[config.mk]
export PLATFORM = sky130hd
export DESIGN_NAME = cmdseq_decoder
export DESIGN_NICKNAME = d
export VERILOG_FILES = /design/src/rtl/cmdseq_pkg.sv /design/src/rtl/cmdseq_match.sv /design/src/rtl/cmdseq_idrom.sv /design/src/rtl/cmdseq_decoder.sv
export SDC_FILE = /design/constraint.sdc
export NUM_CORES = 1
export LEC_CHECK = 0
export BUFFER_PORTS_ARGS = -buffer_cell sky130_fd_sc_hd__buf_2
export CAP_MARGIN = 20
export CORE_ASPECT_RATIO = 0.75
export CORE_MARGIN = 4
export CORE_UTILIZATION = 30
export DETAILED_ROUTE_END_ITERATION = 8
export GPL_ROUTABILITY_DRIVEN = 0
export SYNTH_ARGS = -nofsm -noshare
export SYNTH_HDL_FRONTEND = slang
export SYNTH_SLANG_ARGS = --single-unit
[constraint.sdc]
create_clock -name clk -period 6 [get_ports clk]
set_clock_uncertainty 0.1 [all_clocks]
set_input_delay 1.2 -clock clk [delete_from_list [all_inputs] [get_ports clk]]
set_output_delay 1.2 -clock clk [all_outputs]
set_load 0.02 [all_outputs]
[src/rtl/cmdseq_pkg.sv]
package cmdseq_pkg;

    typedef enum logic [2:0] {
        ST_READ     = 3'd0,
        ST_UNL1     = 3'd1,
        ST_UNL2     = 3'd2,
        ST_PGM_ARM  = 3'd3,
        ST_ERS_SET  = 3'd4,
        ST_ERS_UNL1 = 3'd5,
        ST_ERS_UNL2 = 3'd6,
        ST_IDMODE   = 3'd7
    } seq_state_e;

    // classified view of one host write
    typedef struct packed {
        logic key_a;    // 0xAA at first unlock address
        logic key_b;    // 0x55 at second unlock address
        logic pgm;      // 0xA0 at command address
        logic ers_set;  // 0x80 at command address
        logic ers_go;   // 0x10 at command address
        logic idm;      // 0x90 at command address
        logic sec;      // 0x88 at command address
        logic rst;      // 0xF0 anywhere
        logic zero;     // 0x00 anywhere
    } cmd_hits_t;

    localparam int          NCMD       = 7;
    localparam logic [7:0]  CMD_TBL [NCMD] = '{8'hAA, 8'h55, 8'hA0, 8'h80, 8'h10, 8'h90, 8'h88};
    localparam int          IX_AA      = 0;
    localparam int          IX_55      = 1;
    localparam int          IX_A0      = 2;
    localparam int          IX_80      = 3;
    localparam int          IX_10      = 4;
    localparam int          IX_90      = 5;
    localparam int          IX_88      = 6;
    localparam logic [7:0]  RST_BYTE   = 8'hF0;
    localparam logic [7:0]  EXIT_BYTE  = 8'h00;
    localparam logic [11:0] ADR_CMD    = 12'h555;
    localparam logic [11:0] ADR_ALT    = 12'h2AA;

    localparam logic [15:0] CODE_MFR    = 16'h00C2;
    localparam logic [15:0] CODE_DEV    = 16'h22FD;
    localparam logic [15:0] CODE_LOCKED = 16'h0088;
    localparam logic [15:0] CODE_OPEN   = 16'h0048;

endpackage

[src/rtl/cmdseq_match.sv]
module cmdseq_match
    import cmdseq_pkg::*;
#(
    parameter int CMP_AW = 11
) (
    input  logic [CMP_AW-1:0] addr_lo,
    input  logic [7:0]        data_lo,
    output cmd_hits_t         hits
);
    localparam logic [CMP_AW-1:0] A_CMD = CMP_AW'(ADR_CMD);
    localparam logic [CMP_AW-1:0] A_ALT = CMP_AW'(ADR_ALT);

    logic [NCMD-1:0] byte_hit;
    logic            at_cmd;
    logic            at_alt;

    for (genvar i = 0; i < NCMD; i++) begin : g_byte
        assign byte_hit[i] = (data_lo == CMD_TBL[i]);
    end

    assign at_cmd = (addr_lo == A_CMD);
    assign at_alt = (addr_lo == A_ALT);

    always_comb begin
        hits         = '0;
        hits.key_a   = at_cmd & byte_hit[IX_AA];
        hits.key_b   = at_alt & byte_hit[IX_55];
        hits.pgm     = at_cmd & byte_hit[IX_A0];
        hits.ers_set = at_cmd & byte_hit[IX_80];
        hits.ers_go  = at_cmd & byte_hit[IX_10];
        hits.idm     = at_cmd & byte_hit[IX_90];
        hits.sec     = at_cmd & byte_hit[IX_88];
        hits.rst     = (data_lo == RST_BYTE);
        hits.zero    = (data_lo == EXIT_BYTE);
    end
endmodule

[src/rtl/cmdseq_idrom.sv]
module cmdseq_idrom
    import cmdseq_pkg::*;
#(
    parameter int DW       = 16,
    parameter int ID_SEL_W = 8
) (
    input  logic                id_mode,
    input  logic                lock_strap,
    input  logic [ID_SEL_W-1:0] sel,
    input  logic [DW-1:0]       array_data,
    output logic [DW-1:0]       rd_data
);
    localparam logic [ID_SEL_W-1:0] SEL_MFR  = ID_SEL_W'(0);
    localparam logic [ID_SEL_W-1:0] SEL_DEV  = ID_SEL_W'(1);
    localparam logic [ID_SEL_W-1:0] SEL_LOCK = ID_SEL_W'(3);

    logic [DW-1:0] id_word;

    always_comb begin
        if (sel == SEL_MFR)       id_word = DW'(CODE_MFR);
        else if (sel == SEL_DEV)  id_word = DW'(CODE_DEV);
        else if (sel == SEL_LOCK) id_word = lock_strap ? DW'(CODE_LOCKED) : DW'(CODE_OPEN);
        else                      id_word = '0;
        rd_data = id_mode ? id_word : array_data;
    end
endmodule

[src/rtl/cmdseq_decoder.sv]
module cmdseq_decoder
    import cmdseq_pkg::*;
#(
    parameter int ADDR_W   = 21,
    parameter int DW       = 16,
    parameter int CMP_AW   = 11,
    parameter int ID_SEL_W = 8
) (
    input  logic              clk,
    input  logic              rst_n,
    input  logic              wr_en,
    input  logic [ADDR_W-1:0] wr_addr,
    input  logic [DW-1:0]     wr_data,
    input  logic              accel,
    input  logic              busy,
    input  logic              lock_strap,
    input  logic [ADDR_W-1:0] rd_addr,
    input  logic [DW-1:0]     rd_array_data,
    output logic [DW-1:0]     rd_data,
    output logic              prog_start,
    output logic [ADDR_W-1:0] prog_addr,
    output logic [DW-1:0]     prog_data,
    output logic              erase_start,
    output logic              id_mode,
    output logic              secure_mode
);
    typedef struct packed {
        seq_state_e        st;
        logic              secure;
        logic              pgm_go;
        logic              ers_go;
        logic [ADDR_W-1:0] pa;
        logic [DW-1:0]     pd;
    } ctl_t;

    ctl_t      ctl_d, ctl_q;
    cmd_hits_t hit;
    logic      take;

    cmdseq_match #(.CMP_AW(CMP_AW)) u_match (
        .addr_lo (wr_addr[CMP_AW-1:0]),
        .data_lo (wr_data[7:0]),
        .hits    (hit)
    );

    assign take = wr_en & ~busy;

    always_comb begin
        ctl_d        = ctl_q;
        ctl_d.pgm_go = 1'b0;
        ctl_d.ers_go = 1'b0;
        if (take) begin
            unique case (ctl_q.st)
                ST_READ: begin
                    if (hit.key_a)            ctl_d.st = ST_UNL1;
                    else if (accel && hit.pgm) ctl_d.st = ST_PGM_ARM;
                end
                ST_UNL1: ctl_d.st = hit.key_b ? ST_UNL2 : ST_READ;
                ST_UNL2: begin
                    ctl_d.st = ST_READ;
                    if (hit.pgm)          ctl_d.st = ST_PGM_ARM;
                    else if (hit.ers_set) ctl_d.st = ST_ERS_SET;
                    else if (hit.idm)     ctl_d.st = ST_IDMODE;
                    else if (hit.sec)     ctl_d.secure = 1'b1;
                end
                ST_PGM_ARM: begin
                    ctl_d.pgm_go = 1'b1;
                    ctl_d.pa     = wr_addr;
                    ctl_d.pd     = wr_data;
                    ctl_d.st     = ST_READ;
                end
                ST_ERS_SET:  ctl_d.st = hit.key_a ? ST_ERS_UNL1 : ST_READ;
                ST_ERS_UNL1: ctl_d.st = hit.key_b ? ST_ERS_UNL2 : ST_READ;
                ST_ERS_UNL2: begin
                    ctl_d.ers_go = hit.ers_go;
                    ctl_d.st     = ST_READ;
                end
                ST_IDMODE: begin
                    if (hit.rst) begin
                        ctl_d.st = ST_READ;
                    end else if (ctl_q.secure && hit.zero) begin
                        ctl_d.st     = ST_READ;
                        ctl_d.secure = 1'b0;
                    end
                end
                default: ctl_d.st = ST_READ;
            endcase
        end
    end

    always_ff @(posedge clk) begin
        if (!rst_n) begin
            ctl_q <= '{st: ST_READ, secure: 1'b0, pgm_go: 1'b0, ers_go: 1'b0, pa: '0, pd: '0};
        end else begin
            ctl_q <= ctl_d;
        end
    end

    assign prog_start  = ctl_q.pgm_go;
    assign prog_addr   = ctl_q.pa;
    assign prog_data   = ctl_q.pd;
    assign erase_start = ctl_q.ers_go;
    assign id_mode     = (ctl_q.st == ST_IDMODE);
    assign secure_mode = ctl_q.secure;

    cmdseq_idrom #(.DW(DW), .ID_SEL_W(ID_SEL_W)) u_idrom (
        .id_mode    (id_mode),
        .lock_strap (lock_strap),
        .sel        (rd_addr[ID_SEL_W-1:0]),
        .array_data (rd_array_data),
        .rd_data    (rd_data)
    );
endmodule

==> Flow_metrics.wiki, run 1 <==
{| class="wikitable"
! Metric !! Value
|-
| Status || finished, final reports clean
|-
| First-pass GRT wire length || 9850 um
|-
| Share of cell area taken by muxes after synthesis || 0
|-
| Family with the most delay on the worst path || simple AND/OR/NAND/NOR gates
|-
| Final WL || 6480 um
|-
| Sw Share || 0.258
|-
| Clock H-tree levels || 2
|-
| Vias || ~2,200
|-
| Fraction of the mapped netlist area in simple logic gates || 0.282
|-
| Crit-path slowest cell || dfxtp_1
|-
| Drt via density || ~4.6
|-
| Number of nets with antenna violations after detailed routing || 0
|-
| Share of Yosys cell area claimed by the top area cell type || 0.369
|-
| Reg-to-reg setup timing slack || 3850 ps
|-
| Cell row count || 27
|-
| Reported leakage power || 1.25 nW
|-
| Worst slew margin relative to its limit || 0.589
|-
| Combinational group share of total power || 0.117
|-
| Count of buffering cells on the critical path with inverters included || 2
|-
| Pint || 0.000395 W
|-
| Remaining design rule violation count || 0
|-
| Maximum number of pins on one net before global-route repair || 39
|-
| Distinct cell type count of the synthesized netlist || 41
|-
| CP arrival || approximately 2600 ps
|-
| Post-route minimum period || 3880 ps
|-
| Inserted Diodes || 0
|-
| Post-cts resize count || 0
|-
| Worst setup SP type || flip-flop
|-
| Share of the synthesized area in compound gates (AO/OA/AOI/OAI) || 0.189
|-
| Count of final hold-check violations || 0
|-
| Total half-perimeter wirelength after legalization and detailed placement || 4850 um
|-
| Data required, critical path || approximately 4700 ps
|-
| Worst hold path endpoint || prog_data[0]
|-
| Net switching power of the design || roughly 0.00014 W
|-
| Number of cells after detailed placement || 472
|-
| Worst-margin pin slew || 615 ps
|-
| Capture point of the worst reg-to-reg path || secure_mode
|-
| Number of nets at the end of the flow || between 400 and 500
|-
| Crit path launch || ctl_q[41]
|-
| Layout cells sized above 1 || 0.364
|-
| Clk network pwr share || 0.348
|-
| Starting Density || 0.313
|-
| Die outline height || 84.3 um
|-
| Adder-Cell Fraction of Synth Area || 0
|-
| Post-synth net total || 382
|-
| Critical path type || flip-flop to primary output
|-
| Sequential share of power || 0.535
|-
| Ports || about 140
|-
| Number of buffers inserted during clock tree synthesis || 5
|-
| Logic depth of the worst register-to-register path || 5
|-
| CTS Buffer Depth || 2
|-
| Fraction of synthesis flops using an asynchronous set or reset pin || 0
|-
| CTS tree || done
|-
| Unrepaired setup endpoints after global routing || false
|-
| Number of maximum-capacitance constraint violations || 0
|-
| Synthesized area divided by synthesized cell count || 7.71 um^2
|-
| Pins Over Slew Limit || 0
|-
| Maximum vdd drop || just under 0.00008 V
|-
| Post-synthesis sequential area ratio || 0.369
|-
| Core region area || 0.00743 mm^2
|-
| Clock root buffer || clkbuf_8
|-
| Post-CTS repair timing setup buffer count || 0
|-
| Clock-pin slew on the worst setup and hold paths || around 90 ps
|-
| GRT Total Usage || 0.133
|-
| Largest fanout of any net on the critical path || 20
|-
| Summed negative setup slack over all endpoints || 0 ps
|-
| Syn Std Cell Area || 0.00233 mm^2
|-
| Most area-hungry cell type in the Yosys netlist || dfxtp_1
|-
| DIE AREA || 0.00925 mm^2
|-
| First DRT Iteration DRCs || 163
|-
| Final Instance Count excl. Fillers || 480
|-
| Final count of negative-setup-slack endpoints || 0
|-
| Power per standard cell area || 189 mW/mm^2
|-
| Startpoint of the tightest hold check path || prog_data[0]
|-
| Final clock period utilization by the worst path || 0.647
|-
| Clock insertion delay at the later pin of the skew report || 290 ps
|-
| Dominant cell by count in the synthesized netlist || nand2_1
|-
| Synth Warn # || 0
|-
| Via count of the first global-routing pass || 2,029
|-
| IO Port Bufs || around 120
|-
| CTS Sinks || 43
|-
| Largest family of logic cells by synthesized area || simple AND/OR/NAND/NOR gates
|-
| Most frequently used flop master after synthesis || dfxtp_1
|-
| Number of hold buffers added after CTS || 0
|-
| Launching point of the worst reg2reg path || ctl_q[41]
|-
| Width of the chip || around 110 um
|-
| Hold Path Class || flip-flop to flip-flop
|-
| Min-Delay Path Depth || 2
|-
| Average wire per standard cell || 13.5 um
|-
| Commonest cells in the synthesized netlist || nand2_1, dfxtp_1, buf_4
|-
| Post-Syn Instances || a little over 300
|-
| Fill cell count || ~790
|-
| Detailed-routing iteration count for the pre-antenna-repair pass || 6
|-
| Number of flip-flops and latches in the synthesized netlist || 43
|-
| Critical path endpoint category || primary output
|-
| Parity-gate share of the synthesized area counting xor and xnor cells || 0.00376
|-
| Number of flops mapped to enable cells by yosys || 0
|-
| Critical Path Max Stage Delay || about 530 ps
|-
| Dominant cells by area after synthesis || dfxtp_1, nand2_1, buf_4
|-
| Area Overhead vs Synth || 21.2%
|-
| Highest clock rate || 0.258 GHz
|-
| Hold WS || 354 ps
|-
| Congestion Overflow GR || 0
|-
| Critical path cell sequence || nand3_1 > inv_1 > nand2_1 > nor3_1 > a21o_1 > buf_2
|-
| Initial antenna violation count || 0
|}
==> power groups by stage <==
stage,combinational [W],clock (W),sequential [W]
after global placement,0.0000623,0,0.000292
after CTS,0.0000629,0.000195,0.000285
after floorplan,0.0000268,0,0.000292
after detailed placement,0.0000626,0,0.000292
final,0.0000624,0.000185,0.000285
after global routing,0.0000680,0.000207,0.000285
==> layout make-up <==
| class | instances | area (um^2) | share of cell area |
|---|---|---|---|
| inverter | 3 | 11.3 | 0.00399 |
| timing repair buffer | 125 | 631 | 0.223 |
| multi-input combinational | 200 | 1110 | 0.393 |
| clock buffer | 6 | 72.6 | 0.0257 |
| clock inverter | 2 | 12.5 | 0.00443 |
| tap | 101 | 126 | 0.0447 |
| sequential | 43 | 861 | 0.305 |
==> metal layers <==
layer,vias up,global-route usage,part of all wire
met4,0,0.0238,0.0056
met1,983,0.187,0.48
met5,-,0,0
met3,5,0.0430,0.10
met2,99,0.200,0.41
li1,1128,-,-
==> tightest hold or removal path, cell delays in order (launching register included) <==
cell and delay [ps]:
dfxtp_1 310, nand2_1 50, a21oi_1 50
==> kinds of logic (layout without fill, tap and decap cells) <==
group                  after synthesis  count (layout)
AND/OR/NAND/NOR                    134             134
XOR/XNOR                             1               1
AO/OA/AOI/OAI                       65              65
buffers and inverters               59             136
flip-flops                          43              43
==> sequential cells by signal, indices dropped and copies added (netlist names) <==
register	cells
prog_addr	21
prog_data	16
prog_start	1
secure_mode	1
ctl_q	3
erase_start	1
==> through the flow <==
stage / total power [W] / area, um^2 / setup WS, ps / util
after global placement: 0.000354 / 2740 / 2190 / 0.369
after CTS: 0.000543 / 2820 / 2000 / 0.380
after floorplan: 0.000319 / 2330 / 2380 / -
final: 0.000533 / 2820 / 2120 / 0.380
after global routing: 0.000560 / 2820 / 1800 / 0.380
after detailed placement: 0.000354 / 2740 / 2150 / 0.369
==> worst max path at each step <==
stage          slack [ps]  cells after the start    endpoint
6_report             2120                      6  rd_data[2]
3_3_place_gp         2190                      6  rd_data[0]
4_1_cts              2000                      6  rd_data[2]
2_1_floorplan        2380                      3  rd_data[1]
5_1_grt              1800                      6  rd_data[9]
3_5_place_dp         2150                      6  rd_data[2]
==> placed cells by master, fill, tap and decap left out, types with 2 or more instances in the layout <==
master and n:
nand4b_1 3, nand2_1 86, buf_4 2, nor4_1 4, nor2_1 6, a21o_1 6
nand3b_1 2, a21oi_1 19, nand4_1 3, nand3_1 2, a21boi_0 23, or3_1 3
nor4bb_1 3, nand2b_1 2, dfxtp_1 43, nor2b_1 2, o31ai_1 2, and2_1 7
o21ai_0 5, buf_2 123, inv_1 2, clkbuf_8 5, nor3_1 5
No activity file was read; power rests on OpenSTA's default activity.
==> inputs of run 2 (changes only) <==
Clock period 6 ns to 3.3 ns, I/O delays scaled along.
==> run 2 against run 1 <==
Net effect:
- combinational power up 84%
- total power up 83%
- worst hold slack better by 1.1 ps
- cell area up 0.53%
- via count about the same
- final cell count up 0.42%
- sequential power up 82%
==> Flow_metrics.wiki, run 2 (synthesis gave the netlist of run 1 again) <==
{| class="wikitable"
! Metric !! Value
|-
| Width of the chip || 110 um
|-
| GRT Total Usage || 0.132
|-
| Family with the most delay on the worst path || simple AND/OR/NAND/NOR gates
|-
| Congestion Overflow GR || 0
|-
| Vias || approximately 2,200
|-
| Worst setup SP type || flip-flop
|-
| IO Port Bufs || about 120
|-
| Worst slack after detailed placement || a little under 500 ps
|-
| Worst slew margin relative to its limit || 0.582
|-
| Flip-flop count of the largest register after layout || 21
|-
| Critical path endpoint category || primary output
|-
| Path length in cells of the critical path || 6
|-
| Post-route minimum period || 2830 ps
|-
| Detailed-routing iteration count for the pre-antenna-repair pass || 4
|-
| Critical Path Max Stage Delay || 530 ps
|-
| Layout cells sized above 1 || 0.367
|-
| Number of buffers inserted during clock tree synthesis || 5
|-
| Core region area || 0.00743 mm^2
|-
| Most common cell after layout, fill and taps aside || buf_2
|-
| Clock H-tree levels || 2
|-
| Via count of the first global-routing pass || 2,015
|-
| GRT busiest layer || met2
|-
| First DRT Iteration DRCs || 170
|-
| Number of hold buffers added after CTS || 0
|-
| Highest clock rate || 0.353 GHz
|-
| Clock root buffer || clkbuf_8
|-
| Total half-perimeter wirelength after legalization and detailed placement || 4780 um
|-
| Largest fanout of any net on the critical path || 9
|-
| Met3 track demand over resource || 0.0400
|-
| Unrepaired setup endpoints after global routing || false
|-
| Maximum vdd drop || ~0.00014 V
|-
| Cell row count || 27
|-
| Crit-path slowest cell || dfxtp_1
|-
| Count of buffering cells on the critical path with inverters included || 2
|-
| Status || finished, final reports clean
|-
| Die outline height || 84.3 um
|-
| Number of maximum-capacitance constraint violations || 0
|-
| Remaining design rule violation count || 0
|-
| Clock insertion delay at the later pin of the skew report || 300 ps
|-
| DIE AREA || 0.00925 mm^2
|-
| GR Layer Usage met2 || 0.194
|-
| Post-CTS repair timing setup buffer count || 0
|-
| Crit path setup slack, layout || 469 ps
|-
| Drt via density || 4.60
|-
| Initial antenna violation count || 0
|-
| Pins Over Slew Limit || 0
|-
| Inserted Diodes || 0
|-
| Final clock period utilization by the worst path || 0.858
|-
| CTS tree || done
|-
| Data required, critical path || about 2500 ps
|-
| Post-cts resize count || 0
|-
| Final WL || 6350 um
|-
| Highest-count cells in the layout ignoring fill and taps || buf_2, nand2_1, dfxtp_1
|-
| CTS Buffer Depth || 2
|-
| CP arrival || 2070 ps
|-
| Reported leakage power || 1.26 nW
|-
| Logic depth of the worst register-to-register path || 5
|-
| Met1 Resource Use GR || 0.188
|-
| Final count of negative-setup-slack endpoints || 0
|-
| Worst-margin pin slew || 622 ps
|-
| Average wire per standard cell || 13.2 um
|-
| Starting Density || 0.313
|-
| Ports || roughly 140
|-
| Critical path type || flip-flop to primary output
|-
| Min-Delay Path Depth || 2
|-
| Count of final hold-check violations || 0
|-
| First-pass GRT wire length || 9700 um
|-
| Power per standard cell area || 342 mW/mm^2
|-
| Area Overhead vs Synth || 21.9%
|-
| CTS Sinks || 43
|-
| Fill cell count || slightly below 800
|-
| Maximum number of pins on one net before global-route repair || 39
|-
| Number of nets at the end of the flow || 460
|-
| Summed negative setup slack over all endpoints || 0 ps
|-
| Number of nets with antenna violations after detailed routing || 0
|-
| Critical path cell sequence || nand3_1 > inv_1 > nand2_1 > nor3_1 > a21o_1 > buf_2
|-
| Hold Path Class || flip-flop to flip-flop
|-
| Clock-pin slew on the worst setup and hold paths || 90 ps
|}
==> run 2: cell types whose count changed in the layout (fill, tap and decap cells not counted) <==
cell	before	now
buf_4	2	4
==> run 2: tightest hold or removal path, stage by stage, from the launching register on <==
cell and delay (ps):
dfxtp_1 310, nand2_1 50, a21oi_1 50
==> run 2: final cells by class <==
| type | instances | area (um^2) | share of cell area |
|---|---|---|---|
| Timing Repair Buffer | 127 | 646 | 0.227 |
| Inverter | 3 | 11.3 | 0.00397 |
| Clock buffer | 6 | 72.6 | 0.0256 |
| Clock inverter | 2 | 12.5 | 0.00441 |
| Tap cell | 101 | 126 | 0.0445 |
| Multi-Input combinational cell | 200 | 1110 | 0.391 |
| Sequential cell | 43 | 861 | 0.303 |
==> run 2: metal layers <==
layer | up-vias | share of wire
met3 | 5 | 0.10
met2 | 97 | 0.41
met1 | 984 | 0.48
li1 | 1130 | -
met4 | 0 | 0.0057
met5 | - | 0
==> run 2: where the power goes <==
part	leakage (nW)	internal [W]	switching, W
clock network	0.0412	0.000148	0.000191
registers	0.346	0.000518	0.000000000140
logic	0.869	0.0000529	0.0000616
total	1.26	0.000719	0.000253
==> run 2: worst paths after layout <==
check / startpoint / to / slack [ps]
setup / recovery: ctl_q[40] / rd_data[4] / 470
hold / removal: prog_data[10] / prog_data[10] / 360
setup reg to reg: ctl_q[40] / prog_addr[7] / 1310
hold reg to reg: prog_data[10] / prog_data[10] / 360
==> run 2: metrics by stage <==
stage / hold WS (ps) / instances / instance area (um^2) / utilization / power [W]
global placement: 340 / 474 / 2750 / 0.371 / 0.000645
floorplan: 337 / 302 / 2330 / - / 0.000579
finish: 355 / 482 / 2840 / 0.382 / 0.000972
global route: 371 / 482 / 2840 / 0.382 / 0.00102
CTS: 355 / 482 / 2840 / 0.382 / 0.000991
detailed placement: 343 / 474 / 2750 / 0.371 / 0.000645
==> inputs of run 3 (changes only) <==
Settings changed: CORE_UTILIZATION 30 to 47, PLACE_DENSITY set to 0.85.
Clock period 3.3 ns to 3.4 ns, I/O delays scaled along.
==> run 3 against run 2 <==
Net effect:
- worst hold slack hardly changed
- wire length down 3.5%
- final cell count fell by 9.3%
- core utilization increased by 22 points
- register-to-register slack better by 140 ps
- die area fell by 33%
- sequential cell count is the same
- first-iteration DRC count shrank 16%
- critical path depth is 1 higher
- non-clock buffer count fell by 1
- worst setup slack got worse by 33 ps
- count of clock-buffer cells in the layout fell by 1
==> Flow_metrics.wiki, run 3 (synthesis gave the netlist of run 1 again) <==
{| class="wikitable"
! Metric !! Value
|-
| Status || finished, final reports clean
|-
| Maximum number of pins on one net before global-route repair || 39
|-
| Clock root buffer || clkbuf_8
|-
| Highest-count cells in the layout ignoring fill and taps || buf_2, nand2_1, dfxtp_1
|-
| Area Overhead vs Synth || 19.5%
|-
| Number of cells after detailed placement || between 400 and 500
|-
| Total half-perimeter wirelength after legalization and detailed placement || approximately 4700 um
|-
| Clock-pin slew on the worst setup and hold paths || 90 ps
|-
| Worst-margin pin slew || 597 ps
|-
| Final count of negative-setup-slack endpoints || 0
|-
| Via count of the first global-routing pass || 2,103
|-
| Power per standard cell area || 339 mW/mm^2
|-
| Detailed-routing iteration count for the pre-antenna-repair pass || 4
|-
| Net switching power of the design || 0.000243 W
|-
| Drt via density || 5.20
|-
| Layout cells sized above 1 || 0.368
|-
| Number of hold buffers added after CTS || 0
|-
| Family with the most delay on the worst path || simple AND/OR/NAND/NOR gates
|-
| Count of buffering cells on the critical path with inverters included || 3
|-
| Footprint of the multi-input gates || 0.00111 mm^2
|-
| CTS tree || done
|-
| Summed negative setup slack over all endpoints || 0 ps
|-
| Count of final hold-check violations || 0
|-
| Clk network pwr share || 0.351
|-
| Pins Over Slew Limit || 0
|-
| DIE AREA || around 0.0062 mm^2
|-
| GRT Total Usage || 0.197
|-
| Pint || 0.000700 W
|-
| Critical path endpoint category || primary output
|-
| CP arrival || 2180 ps
|-
| CTS Sinks || 43
|-
| First-pass GRT wire length || 9400 um
|-
| Congestion Overflow GR || 0
|-
| Remaining design rule violation count || 0
|-
| Average wire per standard cell || 14.0 um
|-
| Launching point of the worst reg2reg path || ctl_q[41]
|-
| Core region area || ~0.0046 mm^2
|-
| Number of buffers inserted during clock tree synthesis || 5
|-
| Final clock period utilization by the worst path || 0.872
|-
| Final Instance Count excl. Fillers || between 400 and 500
|-
| Width of the chip || 89.3 um
|-
| Largest fanout of any net on the critical path || 20
|-
| Most common cell after layout, fill and taps aside || buf_2
|-
| Final WL || around 6100 um
|-
| Flip-flop count of the largest register after layout || 21
|-
| Min-Delay Path Depth || 2
|-
| Combinational group share of total power || 0.116
|-
| Crit-path slowest cell || dfxtp_1
|-
| Post-route minimum period || 2960 ps
|-
| Critical path type || flip-flop to primary output
|-
| Number of nets at the end of the flow || between 400 and 500
|-
| First DRT Iteration DRCs || 142
|-
| Logic depth of the worst register-to-register path || 5
|-
| FF+latch area || 861 um^2
|-
| Unrepaired setup endpoints after global routing || false
|-
| Startpoint of the tightest hold check path || prog_data[2]
|-
| Capture point of the worst reg-to-reg path || prog_addr[19]
|-
| Reg-to-reg setup timing slack || between 1000 and 1500 ps
|-
| Die outline height || around 69 um
|-
| Post-cts resize count || 0
|-
| Worst slew margin relative to its limit || 0.599
|-
| Ports || 137
|-
| Clock H-tree levels || 2
|-
| Sw Share || 0.257
|-
| Fill cell count || roughly 450
|-
| Clock insertion delay at the later pin of the skew report || roughly 300 ps
|-
| CTS Buffer Depth || 2
|-
| Sequential share of power || 0.533
|-
| Maximum vdd drop || 0.000251 V
|-
| Reported leakage power || 1.25 nW
|-
| Hold Path Class || flip-flop to flip-flop
|-
| Number of maximum-capacitance constraint violations || 0
|-
| Initial antenna violation count || 0
|-
| Post-CTS repair timing setup buffer count || 0
|-
| Worst setup SP type || flip-flop
|-
| Critical Path Max Stage Delay || 500 ps
|-
| Critical path cell sequence || nand3_1 > buf_4 > inv_1 > nand2_1 > nor3_1 > a21o_1 > buf_2
|-
| Worst hold path endpoint || prog_data[2]
|-
| Vias || 2,271
|-
| Number of nets with antenna violations after detailed routing || 0
|-
| Starting Density || 0.504
|-
| IO Port Bufs || approximately 120
|-
| Data required, critical path || ~2600 ps
|-
| Highest clock rate || about 0.34 GHz
|-
| Inserted Diodes || 0
|-
| Cell row count || 21
|}
run 3: cell type report:
cell class                 instances  share of cell area
clock buffer                       5              0.0247
clock inverter                     3             0.00854
inverter                           3             0.00404
multi-input combinational        200               0.399
sequential                        43               0.309
tap                               57              0.0256
timing repair buffer             126               0.229
run 3: metal layers:
layer | global-route usage | up-vias | wire, um
li1 | - | 1133 | -
met1 | 0.244 | 1016 | 2590
met2 | 0.333 | 111 | 2870
met3 | 0.0534 | 11 | 590
met4 | 0.0613 | 0 | 81
met5 | 0 | - | 0
run 3: through the flow:
| stage | hold WS (ps) | utilization | cell area (um^2) | total power (W) | setup slack (ps) |
|---|---|---|---|---|---|
| after detailed placement | 343 | 0.582 | 2690 | 0.000624 | 580 |
| final | 355 | 0.602 | 2780 | 0.000943 | 436 |
| after global routing | 388 | 0.602 | 2780 | 0.000981 | 269 |
| after floorplan | 337 | - | 2330 | 0.000562 | 818 |
| after global placement | 339 | 0.582 | 2690 | 0.000622 | 664 |
| after CTS | 355 | 0.602 | 2780 | 0.000951 | 413 |
run 3: how the worst max path moves through the flow:
| stage | from | to | slack [ps] | cells past startpoint |
|---|---|---|---|---|
| after floorplan | rd_addr[5] | rd_data[1] | 820 | 3 |
| after global placement | rd_addr[5] | rd_data[9] | 660 | 6 |
| after detailed placement | rd_addr[5] | rd_data[4] | 580 | 6 |
| after CTS | ctl_q[41] | rd_data[4] | 410 | 7 |
| after global routing | ctl_q[40] | rd_data[4] | 270 | 7 |
| final | ctl_q[41] | rd_data[4] | 440 | 7 |
run 3: power by group through the flow:
stage          Clock, W  Combinational [W]  Sequential, W
6_report       0.000331           0.000110       0.000503
3_3_place_gp          0           0.000107       0.000515
4_1_cts        0.000338           0.000109       0.000503
2_1_floorplan         0          0.0000473       0.000515
5_1_grt        0.000358           0.000119       0.000503
3_5_place_dp          0           0.000109       0.000515
run 3: worst reg2reg max path, stage by stage, from the launching register on:
cell	delay, ps
dfxtp_1	500
nand2_1	120
or3_1	600
buf_4	330
nand2_1	90
a21boi_0	90
